$ cat config.mk
export PLATFORM = sky130hd
export DESIGN_NAME = spare_row_remap
export DESIGN_NICKNAME = d
export VERILOG_FILES = /design/src/rtl/srr_pkg.sv /design/src/rtl/srr_soft_table.sv /design/src/rtl/srr_hard_store.sv /design/src/rtl/srr_hit_counters.sv /design/src/rtl/spare_row_remap.sv
export SDC_FILE = /design/constraint.sdc
export NUM_CORES = 1
export LEC_CHECK = 0
export ABC_AREA = 0
export BUFFER_PORTS_ARGS = -buffer_cell sky130_fd_sc_hd__buf_4
export CAP_MARGIN = 40
export CORE_AREA = 4 4 248 274
export DETAILED_ROUTE_END_ITERATION = 16
export DIE_AREA = 0 0 252 278
export GPL_ROUTABILITY_DRIVEN = 0
export SLEW_MARGIN = 10
export SYNTH_ARGS = -nofsm -noshare
export SYNTH_HDL_FRONTEND = slang
export SYNTH_HIERARCHICAL = 1
export SYNTH_SLANG_ARGS = --single-unit
export TNS_END_PERCENT = 1
$ cat constraint.sdc
create_clock -name clk -period 4 [get_ports clk]
set_clock_uncertainty 0.15 [all_clocks]
set_input_delay 0.4 -clock clk [delete_from_list [all_inputs] [get_ports clk]]
set_output_delay 0.4 -clock clk [all_outputs]
set_load 0.01 [all_outputs]
$ cat src/rtl/srr_pkg.sv
// Shared definitions for the spare row remapping engine.
// Assumes: read selector codes are fixed by the block's status interface.
package srr_pkg;

    typedef enum logic [2:0] {
        RD_HARD_USED = 3'd0,
        RD_HARD_FREE = 3'd1,
        RD_SOFT_USED = 3'd2,
        RD_SOFT_FREE = 3'd3,
        RD_HARD_HITS = 3'd4,
        RD_SOFT_HITS = 3'd5
    } rd_sel_e;

    // Index width for n items, never below one bit.
    function automatic int unsigned idx_bits(input int unsigned n);
        return (n > 1) ? $clog2(n) : 1;
    endfunction

endpackage

$ cat src/rtl/srr_soft_table.sv
// Volatile per-bank repair table.
// Each bank owns SOFT_PER_BANK slots, and each slot holds one row address.
// Lookup is combinational on the activate address. Programming adds an entry
// in the lowest free slot, keeps an existing match as is, or releases a
// matching entry. Assumes NUM_BANKS is a power of two and pg_wr/pg_clr are
// never both high.
module srr_soft_table #(
    parameter int NUM_BANKS     = 4,
    parameter int SOFT_PER_BANK = 4,
    parameter int ROW_W         = 14,
    localparam int BANK_W = srr_pkg::idx_bits(NUM_BANKS),
    localparam int SLOT_W = srr_pkg::idx_bits(SOFT_PER_BANK),
    localparam int UCNT_W = $clog2(SOFT_PER_BANK + 1)
) (
    input  logic              clk,
    input  logic              rst_n,
    input  logic [BANK_W-1:0] lk_bank,
    input  logic [ROW_W-1:0]  lk_row,
    output logic              lk_hit,
    output logic [SLOT_W-1:0] lk_slot,
    input  logic              pg_wr,
    input  logic              pg_clr,
    input  logic [BANK_W-1:0] pg_bank,
    input  logic [ROW_W-1:0]  pg_row,
    output logic              pg_ok,
    input  logic [BANK_W-1:0] st_bank,
    output logic [UCNT_W-1:0] st_used
);

    logic [SOFT_PER_BANK-1:0] vld_q [NUM_BANKS];
    logic [ROW_W-1:0]         row_q [NUM_BANKS][SOFT_PER_BANK];

    logic [SOFT_PER_BANK-1:0] lk_match;
    logic [SOFT_PER_BANK-1:0] pg_match;
    logic [SOFT_PER_BANK-1:0] pg_free;
    logic                     pg_hit;
    logic                     has_free;
    logic [SLOT_W-1:0]        hit_slot;
    logic [SLOT_W-1:0]        free_slot;
    logic                     do_add;
    logic                     do_rel;

    // One comparator pair per slot: activate path and program path.
    for (genvar s = 0; s < SOFT_PER_BANK; s++) begin : g_cmp
        assign lk_match[s] = vld_q[lk_bank][s] && (row_q[lk_bank][s] == lk_row);
        assign pg_match[s] = vld_q[pg_bank][s] && (row_q[pg_bank][s] == pg_row);
        assign pg_free[s]  = !vld_q[pg_bank][s];
    end

    // Encode the matching slot of the activate address.
    always_comb begin
        lk_hit  = |lk_match;
        lk_slot = '0;
        for (int s = SOFT_PER_BANK - 1; s >= 0; s--) begin
            if (lk_match[s]) lk_slot = SLOT_W'(s);
        end
    end

    // Encode the matching slot and the lowest free slot of the program bank.
    always_comb begin
        pg_hit    = |pg_match;
        has_free  = |pg_free;
        hit_slot  = '0;
        free_slot = '0;
        for (int s = SOFT_PER_BANK - 1; s >= 0; s--) begin
            if (pg_match[s]) hit_slot  = SLOT_W'(s);
            if (pg_free[s])  free_slot = SLOT_W'(s);
        end
    end

    assign do_add  = pg_wr && !pg_hit && has_free;
    assign do_rel  = pg_clr && pg_hit;
    assign pg_ok   = (pg_wr && (pg_hit || has_free)) || do_rel;
    assign st_used = UCNT_W'($countones(vld_q[st_bank]));

    // Slot valid bits: cleared by reset, set on add, cleared on release.
    always_ff @(posedge clk) begin
        if (!rst_n) begin
            for (int b = 0; b < NUM_BANKS; b++) vld_q[b] <= '0;
        end else if (do_rel) begin
            vld_q[pg_bank][hit_slot] <= 1'b0;
        end else if (do_add) begin
            vld_q[pg_bank][free_slot] <= 1'b1;
        end
    end

    // Slot row addresses: only meaningful while the slot is valid.
    always_ff @(posedge clk) begin
        if (do_add) row_q[pg_bank][free_slot] <= pg_row;
    end

endmodule

$ cat src/rtl/srr_hard_store.sv
// Model of a one-time-programmable repair store shared by all banks.
// Entries are written once, in the lowest unused index, and never cleared.
// The store ignores the functional reset. Only otp_blank, which models the
// blank array of a new device, clears it. Assumes otp_blank is asserted once
// at first power-up only.
module srr_hard_store #(
    parameter int NUM_BANKS    = 4,
    parameter int HARD_ENTRIES = 1,
    parameter int ROW_W        = 14,
    localparam int BANK_W = srr_pkg::idx_bits(NUM_BANKS),
    localparam int HIDX_W = srr_pkg::idx_bits(HARD_ENTRIES),
    localparam int HCNT_W = $clog2(HARD_ENTRIES + 1)
) (
    input  logic              clk,
    input  logic              otp_blank,
    input  logic [BANK_W-1:0] lk_bank,
    input  logic [ROW_W-1:0]  lk_row,
    output logic              lk_hit,
    output logic [HIDX_W-1:0] lk_idx,
    input  logic              pg_wr,
    input  logic [BANK_W-1:0] pg_bank,
    input  logic [ROW_W-1:0]  pg_row,
    output logic              pg_ok,
    output logic [HCNT_W-1:0] used
);

    logic [HARD_ENTRIES-1:0] fuse_q;
    logic [BANK_W-1:0]       fbank_q [HARD_ENTRIES];
    logic [ROW_W-1:0]        frow_q  [HARD_ENTRIES];

    logic [HARD_ENTRIES-1:0] lk_match;
    logic [HARD_ENTRIES-1:0] pg_match;
    logic [HIDX_W-1:0]       free_idx;

    // Full bank and row comparison per fuse entry.
    for (genvar i = 0; i < HARD_ENTRIES; i++) begin : g_cmp
        assign lk_match[i] = fuse_q[i] && (fbank_q[i] == lk_bank) && (frow_q[i] == lk_row);
        assign pg_match[i] = fuse_q[i] && (fbank_q[i] == pg_bank) && (frow_q[i] == pg_row);
    end

    // Encode the matching entry and the lowest unused entry.
    always_comb begin
        lk_idx   = '0;
        free_idx = '0;
        for (int i = HARD_ENTRIES - 1; i >= 0; i--) begin
            if (lk_match[i]) lk_idx   = HIDX_W'(i);
            if (!fuse_q[i])  free_idx = HIDX_W'(i);
        end
    end

    assign lk_hit = |lk_match;
    assign pg_ok  = pg_wr && !(|pg_match) && !(&fuse_q);
    assign used   = HCNT_W'($countones(fuse_q));

    // Fuse valid bits: blank at first power-up, set once, never cleared.
    always_ff @(posedge clk) begin
        if (otp_blank)  fuse_q <= '0;
        else if (pg_ok) fuse_q[free_idx] <= 1'b1;
    end

    // Fuse contents: written together with the valid bit.
    always_ff @(posedge clk) begin
        if (pg_ok && !otp_blank) begin
            fbank_q[free_idx] <= pg_bank;
            frow_q[free_idx]  <= pg_row;
        end
    end

endmodule

$ cat src/rtl/srr_hit_counters.sv
// Bank of NUM saturating event counters, one increment strobe each.
// Assumes a synchronous active-low reset clears all counters.
module srr_hit_counters #(
    parameter int NUM   = 2,
    parameter int CNT_W = 16
) (
    input  logic                      clk,
    input  logic                      rst_n,
    input  logic [NUM-1:0]            inc,
    output logic [NUM-1:0][CNT_W-1:0] cnt
);

    for (genvar k = 0; k < NUM; k++) begin : g_cnt
        // Count one event per cycle, holding at the all-ones value.
        always_ff @(posedge clk) begin
            if (!rst_n)                       cnt[k] <= '0;
            else if (inc[k] && !(&cnt[k]))    cnt[k] <= cnt[k] + 1'b1;
        end
    end

endmodule

$ cat src/rtl/spare_row_remap.sv
// Spare row remapping engine for one DRAM bank group.
// It looks up each activate in the hard (fuse) store and in the soft
// (register) table, with hard taking priority. The decision is registered,
// so the select outputs follow act_valid by one cycle. The engine also
// handles program requests, answering one cycle later, and keeps a status
// read port with used/free counts and saturating hit counters.
// Assumes: NUM_BANKS is a power of two, SOFT_PER_BANK is in 2..8, and
// prog_valid requests are independent of activates.
module spare_row_remap #(
    parameter int NUM_BANKS     = 4,
    parameter int ROW_W         = 14,
    parameter int SOFT_PER_BANK = 4,
    parameter int HARD_ENTRIES  = 1,
    parameter int CNT_W         = 16,
    localparam int BANK_W  = srr_pkg::idx_bits(NUM_BANKS),
    localparam int SLOT_W  = srr_pkg::idx_bits(SOFT_PER_BANK),
    localparam int HIDX_W  = srr_pkg::idx_bits(HARD_ENTRIES),
    localparam int SPARE_W = (SLOT_W > HIDX_W) ? SLOT_W : HIDX_W
) (
    input  logic               clk,
    input  logic               rst_n,
    input  logic               otp_blank,
    input  logic               act_valid,
    input  logic [BANK_W-1:0]  act_bank,
    input  logic [ROW_W-1:0]   act_row,
    output logic               row_sel_en,
    output logic               spare_sel_en,
    output logic               spare_is_hard,
    output logic [SPARE_W-1:0] spare_idx,
    output logic [BANK_W-1:0]  sel_bank,
    output logic [ROW_W-1:0]   sel_row,
    input  logic               prog_valid,
    input  logic               prog_hard,
    input  logic               prog_clear,
    input  logic [BANK_W-1:0]  prog_bank,
    input  logic [ROW_W-1:0]   prog_row,
    output logic               prog_done,
    output logic               prog_err,
    input  logic [2:0]         rd_sel,
    input  logic [BANK_W-1:0]  rd_bank,
    output logic [CNT_W-1:0]   rd_data
);
    import srr_pkg::*;

    localparam int UCNT_W = $clog2(SOFT_PER_BANK + 1);
    localparam int HCNT_W = $clog2(HARD_ENTRIES + 1);

    logic              soft_hit;
    logic [SLOT_W-1:0] soft_slot;
    logic              soft_ok;
    logic [UCNT_W-1:0] soft_used;
    logic              hard_hit;
    logic [HIDX_W-1:0] hard_idx;
    logic              hard_ok;
    logic [HCNT_W-1:0] hard_used;
    logic              soft_wr;
    logic              soft_clr;
    logic              hard_wr;
    logic              prog_ok;
    logic [1:0][CNT_W-1:0] hit_cnt;
    logic [CNT_W-1:0]  hard_hit_cnt;
    logic [CNT_W-1:0]  soft_hit_cnt;

    logic              vld_q;
    logic              hard_q;
    logic              soft_q;

    // Decode program requests into per-store operations.
    assign soft_wr  = prog_valid && !prog_hard && !prog_clear;
    assign soft_clr = prog_valid && !prog_hard &&  prog_clear;
    assign hard_wr  = prog_valid &&  prog_hard && !prog_clear;
    assign prog_ok  = soft_ok || hard_ok;

    srr_soft_table #(
        .NUM_BANKS    (NUM_BANKS),
        .SOFT_PER_BANK(SOFT_PER_BANK),
        .ROW_W        (ROW_W)
    ) u_soft (
        .clk     (clk),
        .rst_n   (rst_n),
        .lk_bank (act_bank),
        .lk_row  (act_row),
        .lk_hit  (soft_hit),
        .lk_slot (soft_slot),
        .pg_wr   (soft_wr),
        .pg_clr  (soft_clr),
        .pg_bank (prog_bank),
        .pg_row  (prog_row),
        .pg_ok   (soft_ok),
        .st_bank (rd_bank),
        .st_used (soft_used)
    );

    srr_hard_store #(
        .NUM_BANKS   (NUM_BANKS),
        .HARD_ENTRIES(HARD_ENTRIES),
        .ROW_W       (ROW_W)
    ) u_hard (
        .clk      (clk),
        .otp_blank(otp_blank),
        .lk_bank  (act_bank),
        .lk_row   (act_row),
        .lk_hit   (hard_hit),
        .lk_idx   (hard_idx),
        .pg_wr    (hard_wr),
        .pg_bank  (prog_bank),
        .pg_row   (prog_row),
        .pg_ok    (hard_ok),
        .used     (hard_used)
    );

    srr_hit_counters #(
        .NUM  (2),
        .CNT_W(CNT_W)
    ) u_cnt (
        .clk  (clk),
        .rst_n(rst_n),
        .inc  ({act_valid && soft_hit && !hard_hit, act_valid && hard_hit}),
        .cnt  (hit_cnt)
    );

    assign hard_hit_cnt = hit_cnt[0];
    assign soft_hit_cnt = hit_cnt[1];

    // Register the remap decision and the address one cycle after activate.
    always_ff @(posedge clk) begin
        if (!rst_n) begin
            vld_q     <= 1'b0;
            hard_q    <= 1'b0;
            soft_q    <= 1'b0;
            spare_idx <= '0;
            sel_bank  <= '0;
            sel_row   <= '0;
        end else begin
            vld_q  <= act_valid;
            hard_q <= act_valid && hard_hit;
            soft_q <= act_valid && soft_hit && !hard_hit;
            if (act_valid) begin
                sel_bank  <= act_bank;
                sel_row   <= act_row;
                spare_idx <= hard_hit ? SPARE_W'(hard_idx) : SPARE_W'(soft_slot);
            end
        end
    end

    assign spare_sel_en  = hard_q || soft_q;
    assign spare_is_hard = hard_q;
    assign row_sel_en    = vld_q && !(hard_q || soft_q);

    // Register the program response one cycle after the request.
    always_ff @(posedge clk) begin
        if (!rst_n) begin
            prog_done <= 1'b0;
            prog_err  <= 1'b0;
        end else begin
            prog_done <= prog_ok;
            prog_err  <= prog_valid && !prog_ok;
        end
    end

    // Status read multiplexer.
    always_comb begin
        case (rd_sel_e'(rd_sel))
            RD_HARD_USED: rd_data = CNT_W'(hard_used);
            RD_HARD_FREE: rd_data = CNT_W'(HARD_ENTRIES) - CNT_W'(hard_used);
            RD_SOFT_USED: rd_data = CNT_W'(soft_used);
            RD_SOFT_FREE: rd_data = CNT_W'(SOFT_PER_BANK) - CNT_W'(soft_used);
            RD_HARD_HITS: rd_data = hard_hit_cnt;
            RD_SOFT_HITS: rd_data = soft_hit_cnt;
            default:      rd_data = '0;
        endcase
    end

endmodule

# Word-level counts from Yosys, hierarchy flattened
# Memory sizes are Yosys's and may differ from the RTL's.
# Index checks and enable logic that the tools add are counted.
[totals]
register_bits = 56
ram_bits = 256
word_cells = 148
memories = 4
[memory_table]
columns = ["memory", "depth", "width", "rd", "rd_clocked_by_memory_dff", "wr", "line_no", "rtl"]
rows = [
  ["u_soft.row_q", 4, 56, 2, 0, 1, "srr_soft_table.sv:31", "logic [ROW_W-1:0] row_q [NUM_BANKS][SOFT_PER_BANK];"],
  ["u_soft.vld_q", 4, 4, 3, 0, 4, "srr_soft_table.sv:30", "logic [SOFT_PER_BANK-1:0] vld_q [NUM_BANKS];"],
  ["u_hard.frow_q", 1, 14, 1, 0, 1, "srr_hard_store.sv:29", "logic [ROW_W-1:0] frow_q [HARD_ENTRIES];"],
  ["u_hard.fbank_q", 1, 2, 1, 0, 1, "srr_hard_store.sv:28", "logic [BANK_W-1:0] fbank_q [HARD_ENTRIES];"],
]
[op_classes]
n_addsub = 7
order_cmp = 6
n_eq_ne = 17
n_mux = 38
n_bitwise = 5
n_reduce_logical = 60
[op_table]
columns = ["operator", "count"]
rows = [
  ["equality test 14 bit", 10],
  ["one-hot mux 16 bit (6 select lines)", 1],
  ["two-way mux 56 bit", 1],
  ["logical AND 1 bit", 34],
  ["adder 16 x 1 -> 16 bit (second input constant)", 2],
  ["AND reduction 16 bit", 2],
  ["demux 14 bit (select 2 bit)", 1],
  ["two-way mux 2 bit", 14],
  ["two-way mux 4 bit", 4],
  ["OR reduction 4 bit", 4],
  ["logical NOT 1 bit", 15],
  ["two-way mux 1 bit", 14],
  ["two-way mux 14 bit", 1],
  ["equality test 3 x 2 -> 1 bit (second input constant)", 2],
  ["equality test 3 bit (second input constant)", 2],
  ["< comparator 2 x 3 -> 1 bit (second input constant)", 2],
  ["adder 1 x 1 -> 2 bit", 2],
  ["demux 1 bit (select 2 bit)", 2],
  ["equality test 2 bit", 2],
  ["greater-or-equal comparator 2 x 1 -> 1 bit (second input constant)", 2],
  ["logical OR 1 bit", 4],
  ["OR 1 bit", 4],
  ["subtractor 3 x 3 -> 4 bit (first input constant)", 1],
  ["adder 3 bit", 1],
  ["other kinds (6)", 6],
]

# Depth between registers and ports, before layout
# An unclocked memory read counts as a cell.
[logic_depth]
word_depth = 15
mapped_depth = 15

# Cells and area by module
# Netlist, hierarchy kept.
[modules_own_cells]
columns = ["module", "instances", "cells_each", "area_each_um2", "seq_area_each_um2"]
rows = [
  ["srr_soft_table", 1, 753, 12587.1, 7206.9],
  ["srr_hit_counters", 1, 188, 1594.0, 640.6],
  ["spare_row_remap", 1, 128, 1272.5, 460.4],
  ["srr_hard_store", 1, 45, 713.2, 500.5],
]

# Worst setup path before layout
# Ideal clock, no wire load.
[synth_path]
path_kind = "in2reg"
start = "input port act_bank[0]"
end = "register u_cnt/cnt[25] (netlist name)"
arrival_time_ps = 3994
setup_slack_ps = -215
path_stages = 15
cell_sequence = "buf_2 buf_2 buf_2 buf_2 mux4_2 xnor2_1 nand4_1 nor4_1 nor2_1 nand2_1 and3b_1 nand3_1 or2_1 or4_1 a21oi_1"
[synth_via]
elab_chain_len = 7
elab_cells_between_ends = 18
cone_classes = "eq/ne: 5; reduce/logical: 11; memory: 2"
[synth_rtl]
columns = ["element", "line_no", "rtl"]
rows = [
  ["start, declared", "spare_row_remap.sv:24", "input logic [BANK_W-1:0] act_bank,"],
  ["memory read (4 x 56 bit)", "-", ""],
  ["equality test 14 bit", "srr_soft_table.sv:45", "assign lk_match[s] = vld_q[lk_bank][s] && (row_q[lk_bank][s] == lk_row);"],
  ["logical AND 1 bit", "srr_soft_table.sv:45", ""],
  ["OR reduction 4 bit *", "srr_soft_table.sv:52", "lk_hit = |lk_match;"],
  ["net soft_hit", "spare_row_remap.sv:48", "logic soft_hit;"],
  ["logical AND 1 bit * (2 in a row)", "spare_row_remap.sv:118", ".inc ({act_valid && soft_hit && !hard_hit, act_valid && hard_hit}),"],
  ["logical AND 1 bit *", "srr_hit_counters.sv:17", "else if (inc[k] && !(&cnt[k])) cnt[k] <= cnt[k] + 1'b1;"],
  ["end signal, assigned by index", "srr_hit_counters.sv:16", "if (!rst_n) cnt[k] <= '0;"],
  ["end, declared", "srr_hit_counters.sv:10", "output logic [NUM-1:0][CNT_W-1:0] cnt"],
]
# The timed path passes the listed nets; every way through them passes the cells marked *.
# A chain may end at the register's enable or synchronous reset.

==> metrics.txt <==
# TYPE chip_impl_metric gauge
chip_impl_info{name="run_status",value="finished clean"} 1
chip_impl_metric{name="placement_rows",unit=""} 98
chip_impl_info{name="synth_ff_type",value="edfxtp_1"} 1
chip_impl_metric{name="design_area",unit="sq mm"} 0.01925
chip_impl_metric{name="post-cts-setup-buffer-count",unit=""} 0
chip_impl_metric{name="ys_seq_elements",unit=""} 312
chip_impl_metric{name="via_count",unit=""} 10379
chip_impl_metric{name="per_cell_routed_wire_length",unit="um"} 22.19
chip_impl_metric{name="area_growth",unit="%"} 19.05
chip_impl_metric{name="synth_area_per_cell",unit="sq um"} 14.51
chip_impl_info{name="cts_root_buffer",value="clkbuf_16"} 1
chip_impl_info{name="worst-setup-path-type",value="reg2out"} 1
chip_impl_metric{name="timing.critical_path.arrival",unit="ns"} 3.21
chip_impl_metric{name="starting_drt_drc_count",unit=""} 901
chip_impl_metric{name="cts_max_level",unit=""} 2
chip_impl_metric{name="placement.io_buffers",unit=""} 82
chip_impl_metric{name="grt_overflow",unit=""} 0
chip_impl_info{name="critPathLaunchType",value="flip-flop"} 1
chip_impl_info{name="worstHoldPathType",value="in2reg"} 1
chip_impl_metric{name="synthesized_instance_count",unit=""} 1114
chip_impl_metric{name="power",unit="mW"} 7.726
chip_impl_metric{name="grt_start_max_net_pins",unit=""} 53
chip_impl_metric{name="post_synth_xor_area_fraction",unit=""} 0.07368
chip_impl_metric{name="timing.hold.ws",unit="ns"} 0.04429
chip_impl_metric{name="synth_cell_type_count",unit=""} 79
chip_impl_metric{name="synthSimpleGateAreaFrac",unit=""} 0.09875
chip_impl_info{name="timing.critical_path.to",value="rd_data[6]"} 1
chip_impl_metric{name="worst-endpoint-required",unit="ns"} 3.45
chip_impl_info{name="timing.rr.end",value="u_cnt/cnt[30]"} 1
chip_impl_metric{name="die_h",unit="um"} 278
chip_impl_info{name="synth_top_family_by_area",value="multiplexers"} 1
chip_impl_metric{name="synth-edff-count",unit=""} 256
chip_impl_metric{name="vias_per_cell",unit=""} 4.968
chip_impl_metric{name="cts_num_sinks",unit=""} 312
chip_impl_metric{name="crit_cells",unit=""} 10
chip_impl_metric{name="achievable-frequency",unit="GHz"} 0.2661
chip_impl_metric{name="detailedRoute.firstPassIterationCount",unit=""} 5
chip_impl_metric{name="synth_fa_ha_area_frac",unit=""} 0.005108
chip_impl_metric{name="async_reset_ff_frac",unit=""} 0
chip_impl_metric{name="hpwl",unit="mm"} 31.84
chip_impl_metric{name="ios",unit=""} 83
chip_impl_metric{name="worst_slew_margin_rel",unit=""} 0.4568
chip_impl_metric{name="grt_pass1_wl",unit="mm"} 68.72
chip_impl_metric{name="power_density",unit="mW/mm^2"} 401.4
chip_impl_metric{name="regToRegSetupSlack",unit="ns"} 0.45
chip_impl_metric{name="post-route-period-util",unit=""} 0.9396
chip_impl_metric{name="static-leakage-power",unit="nW"} 6.299
chip_impl_metric{name="cts_inserted_buffers",unit=""} 37
chip_impl_metric{name="max_cap_violations",unit=""} 0
chip_impl_metric{name="setup_viol",unit=""} 0
chip_impl_info{name="slowest_stage",value="mux4_2"} 1
chip_impl_metric{name="start_util",unit=""} 0.2488
chip_impl_metric{name="antenna_found_initial",unit=""} 1
chip_impl_metric{name="setup_ws",unit="ns"} 0.2418
chip_impl_metric{name="cts_max_path_buffers",unit=""} 3
chip_impl_metric{name="final.setup.tns",unit="ns"} 0
chip_impl_metric{name="mappedNetlistNets",unit=""} 1164
chip_impl_metric{name="worst_pin_slew",unit="ns"} 0.8097
chip_impl_metric{name="layout.nets",unit=""} 1262
chip_impl_metric{name="detail_route.wirelength",unit="mm"} 46.35
chip_impl_info{name="tritoncts",value="built"} 1
chip_impl_info{name="reg2reg_from",value="u_soft/row_q[0][15]"} 1
chip_impl_metric{name="detailedPlace.worstSlack",unit="ns"} 0.07512
chip_impl_info{name="cpLargestDelayFamily",value="adder cells"} 1
chip_impl_info{name="rsz_0062_raised_after_global_routing",value="false"} 1
chip_impl_metric{name="coreArea",unit="sq mm"} 0.06499
chip_impl_metric{name="cell_area_after_synthesis",unit="sq mm"} 0.01617
chip_impl_metric{name="route.detailed.drc",unit=""} 0
chip_impl_metric{name="final_ant_viol_nets",unit=""} 0
chip_impl_metric{name="share_of_cells_above_drive_strength_1",unit=""} 0.2601
chip_impl_metric{name="hold_viol",unit=""} 0
chip_impl_info{name="cpMostUsedCell",value="inv_1"} 1
chip_impl_metric{name="synth_compound_gate_area_share",unit=""} 0.04466
chip_impl_metric{name="worst-path-max-fanout",unit=""} 13
chip_impl_info{name="setup.worst_path.end_class",value="primary output"} 1
chip_impl_metric{name="critical_path.max_stage_delay",unit="ns"} 0.48
chip_impl_metric{name="fillers",unit=""} 6481
chip_impl_metric{name="final.min_clock_period",unit="ns"} 3.758
chip_impl_info{name="critPathLaunch",value="u_soft/vld_q[3][1]"} 1
chip_impl_metric{name="path_clk_slew",unit="ns"} 0.06
chip_impl_metric{name="fp.dieW",unit="um"} 252
chip_impl_metric{name="muxShareOfSynthArea",unit=""} 0.2018
chip_impl_metric{name="cp_num_buf_inv",unit=""} 4
chip_impl_metric{name="die-area",unit="sq mm"} 0.07006
chip_impl_metric{name="place_area",unit="sq mm"} 0.01798
chip_impl_metric{name="seq_area_frac_synth",unit=""} 0.5448
chip_impl_info{name="worstPathCellList",value="mux4_2 > inv_1 > fa_1 > inv_1 > ha_1 > ha_1 > inv_1 > a211o_1 > o21ai_0 > buf_4"} 1
chip_impl_metric{name="slew_violations",unit=""} 0
chip_impl_metric{name="grt_use_total",unit=""} 0.1286
chip_impl_metric{name="clkLatencyLatePin",unit="ns"} 0.54
chip_impl_metric{name="grt_pass1_vias",unit=""} 10720
chip_impl_metric{name="vdd_ir_drop_max",unit="mV"} 0.2517
chip_impl_metric{name="ff2ff_path_depth",unit=""} 13
chip_impl_metric{name="synthesis.yosys.warnings",unit=""} 6
-- stage by stage --
step,utilization,std cells
after floorplan,-,1114
after global placement,0.2766,2019
after detailed placement,0.2766,2019
after CTS,0.2961,2088
after global routing,0.2961,2088
final,0.2962,2089
-- worst min-delay path by stage --
stage | from | slack (ns) | end | cells after the start
5_1_grt | prog_row[1] | 0.02 | u_soft/row_q[3][15] | 1
4_1_cts | prog_row[1] | 0.007 | u_soft/row_q[3][15] | 1
3_5_place_dp | u_cnt/cnt[15] | 0.35 | u_cnt/cnt[15] | 2
3_3_place_gp | u_cnt/cnt[11] | 0.33 | u_cnt/cnt[11] | 2
2_1_floorplan | u_cnt/cnt[11] | 0.31 | u_cnt/cnt[11] | 2
6_report | prog_row[1] | 0.04 | u_soft/row_q[2][15] | 1
-- final cells by class --
cell class                      count  area (sq um)  share of cell area
Timing Repair Buffer              137          1214             0.06306
Tap cell                          850          1064             0.05526
Clock inverter                     22         237.7             0.01235
Multi-Input combinational cell    705          6859              0.3564
Antenna cell                        1         2.502           0.0001300
Sequential cell                   312          8808              0.4576
Clock buffer                       43         991.0             0.05149
Inverter                           19         71.32            0.003705
-- power breakdown --
part	leakage (nW)	total, mW	internal, mW	switching (mW)
Sequential	2.78	3.56	3.54	0.0170
Combinational	2.91	0.762	0.333	0.429
Clock	0.612	3.40	2.09	1.31
-- sequential cells by signal (all words and copies together) (netlist names), 2 cells and up --
name and flops:
u_hard/fbank_q 2, u_soft/row_q 224, spare_idx 2, sel_row 14
u_hard/frow_q 14, sel_bank 2, u_soft/vld_q 16, u_cnt/cnt 32
-- kinds of logic (layout without fill, tap and decap cells) --
logic type	Yosys count	in the layout
and+or+nand+nor	273	273
buffers and inverters	97	221
adders and majority gates	6	6
other	1	2
DFF	312	312
muxes	180	180
AOI/OAI and AO/OA	109	109
xor gates and xnor gates	136	136
-- worst register-to-register path: cells and delay by family (launching register included) --
family | cells | cell delay (ns)
and+or+nand+nor | 6 | 1.54
muxes | 1 | 0.49
DFF | 1 | 0.42
buffers and inverters | 3 | 0.41
AOI/OAI and AO/OA | 2 | 0.31
xor gates and xnor gates | 1 | 0.15
-- what timing repair did --
action	CTS	global route
endpoints found under the setup margin	0	0
endpoints found under the hold margin	9	0
hold buffers	4	0
resized for setup	0	0
-- synthesized netlist by cell type, drive strengths merged (2+ instances only) --
master,n,area (sq um)
ha,5,62.56
and2,7,43.79
nor2b,22,137.6
xor2,13,113.9
and3,6,37.54
inv,18,67.56
o31a,2,17.52
a211oi,2,15.01
nand2,32,120.1
mux2i,65,650.6
edfxtp,256,7687
clkbuf,37,138.9
nand3,26,135.1
dfxtp,56,1121
nor4,18,146.4
or3b,2,17.52
a31oi,3,18.77
and3b,3,26.28
or2,11,68.82
o41ai,5,51.30
o21ai,42,221.5
nor2,56,210.2
nand3b,3,22.52
mux4,114,2601
o311ai,3,26.28
nor3,6,35.03
or4,15,116.4
o21a,4,30.03
nand4,41,271.5
buf,41,289.0
nor3b,2,15.01
o2111a,2,22.52
or3,6,37.54
and4,4,35.03
o31ai,8,60.06
a21oi,21,112.6
o22ai,3,18.77
xnor2,123,1077
nand2b,9,63.81
a21boi,3,33.78
-- routing by layer --
metal  vias to the layer above  GRT usage  share of wire
met1                      5356     0.1669           0.42
met3                        83    0.02570          0.069
li1                       4567          -              -
met4                         0    0.04386          0.034
met2                       373     0.2153           0.48
met5                         -          0              0
-- cell usage in the layout (no fill, tap or decap), drive strengths merged, types with 22 or more instances in the layout --
cell	netlist	layout
nand2	32	32
edfxtp	256	256
nor2	56	56
buf	41	133
mux2i	65	65
xnor2	123	123
dfxtp	56	56
nand4	41	41
nor2b	22	22
mux4	114	114
o21ai	42	42
clkbuf	37	43
nand3	26	26
Note: power is estimated with default switching activity, not from simulation.
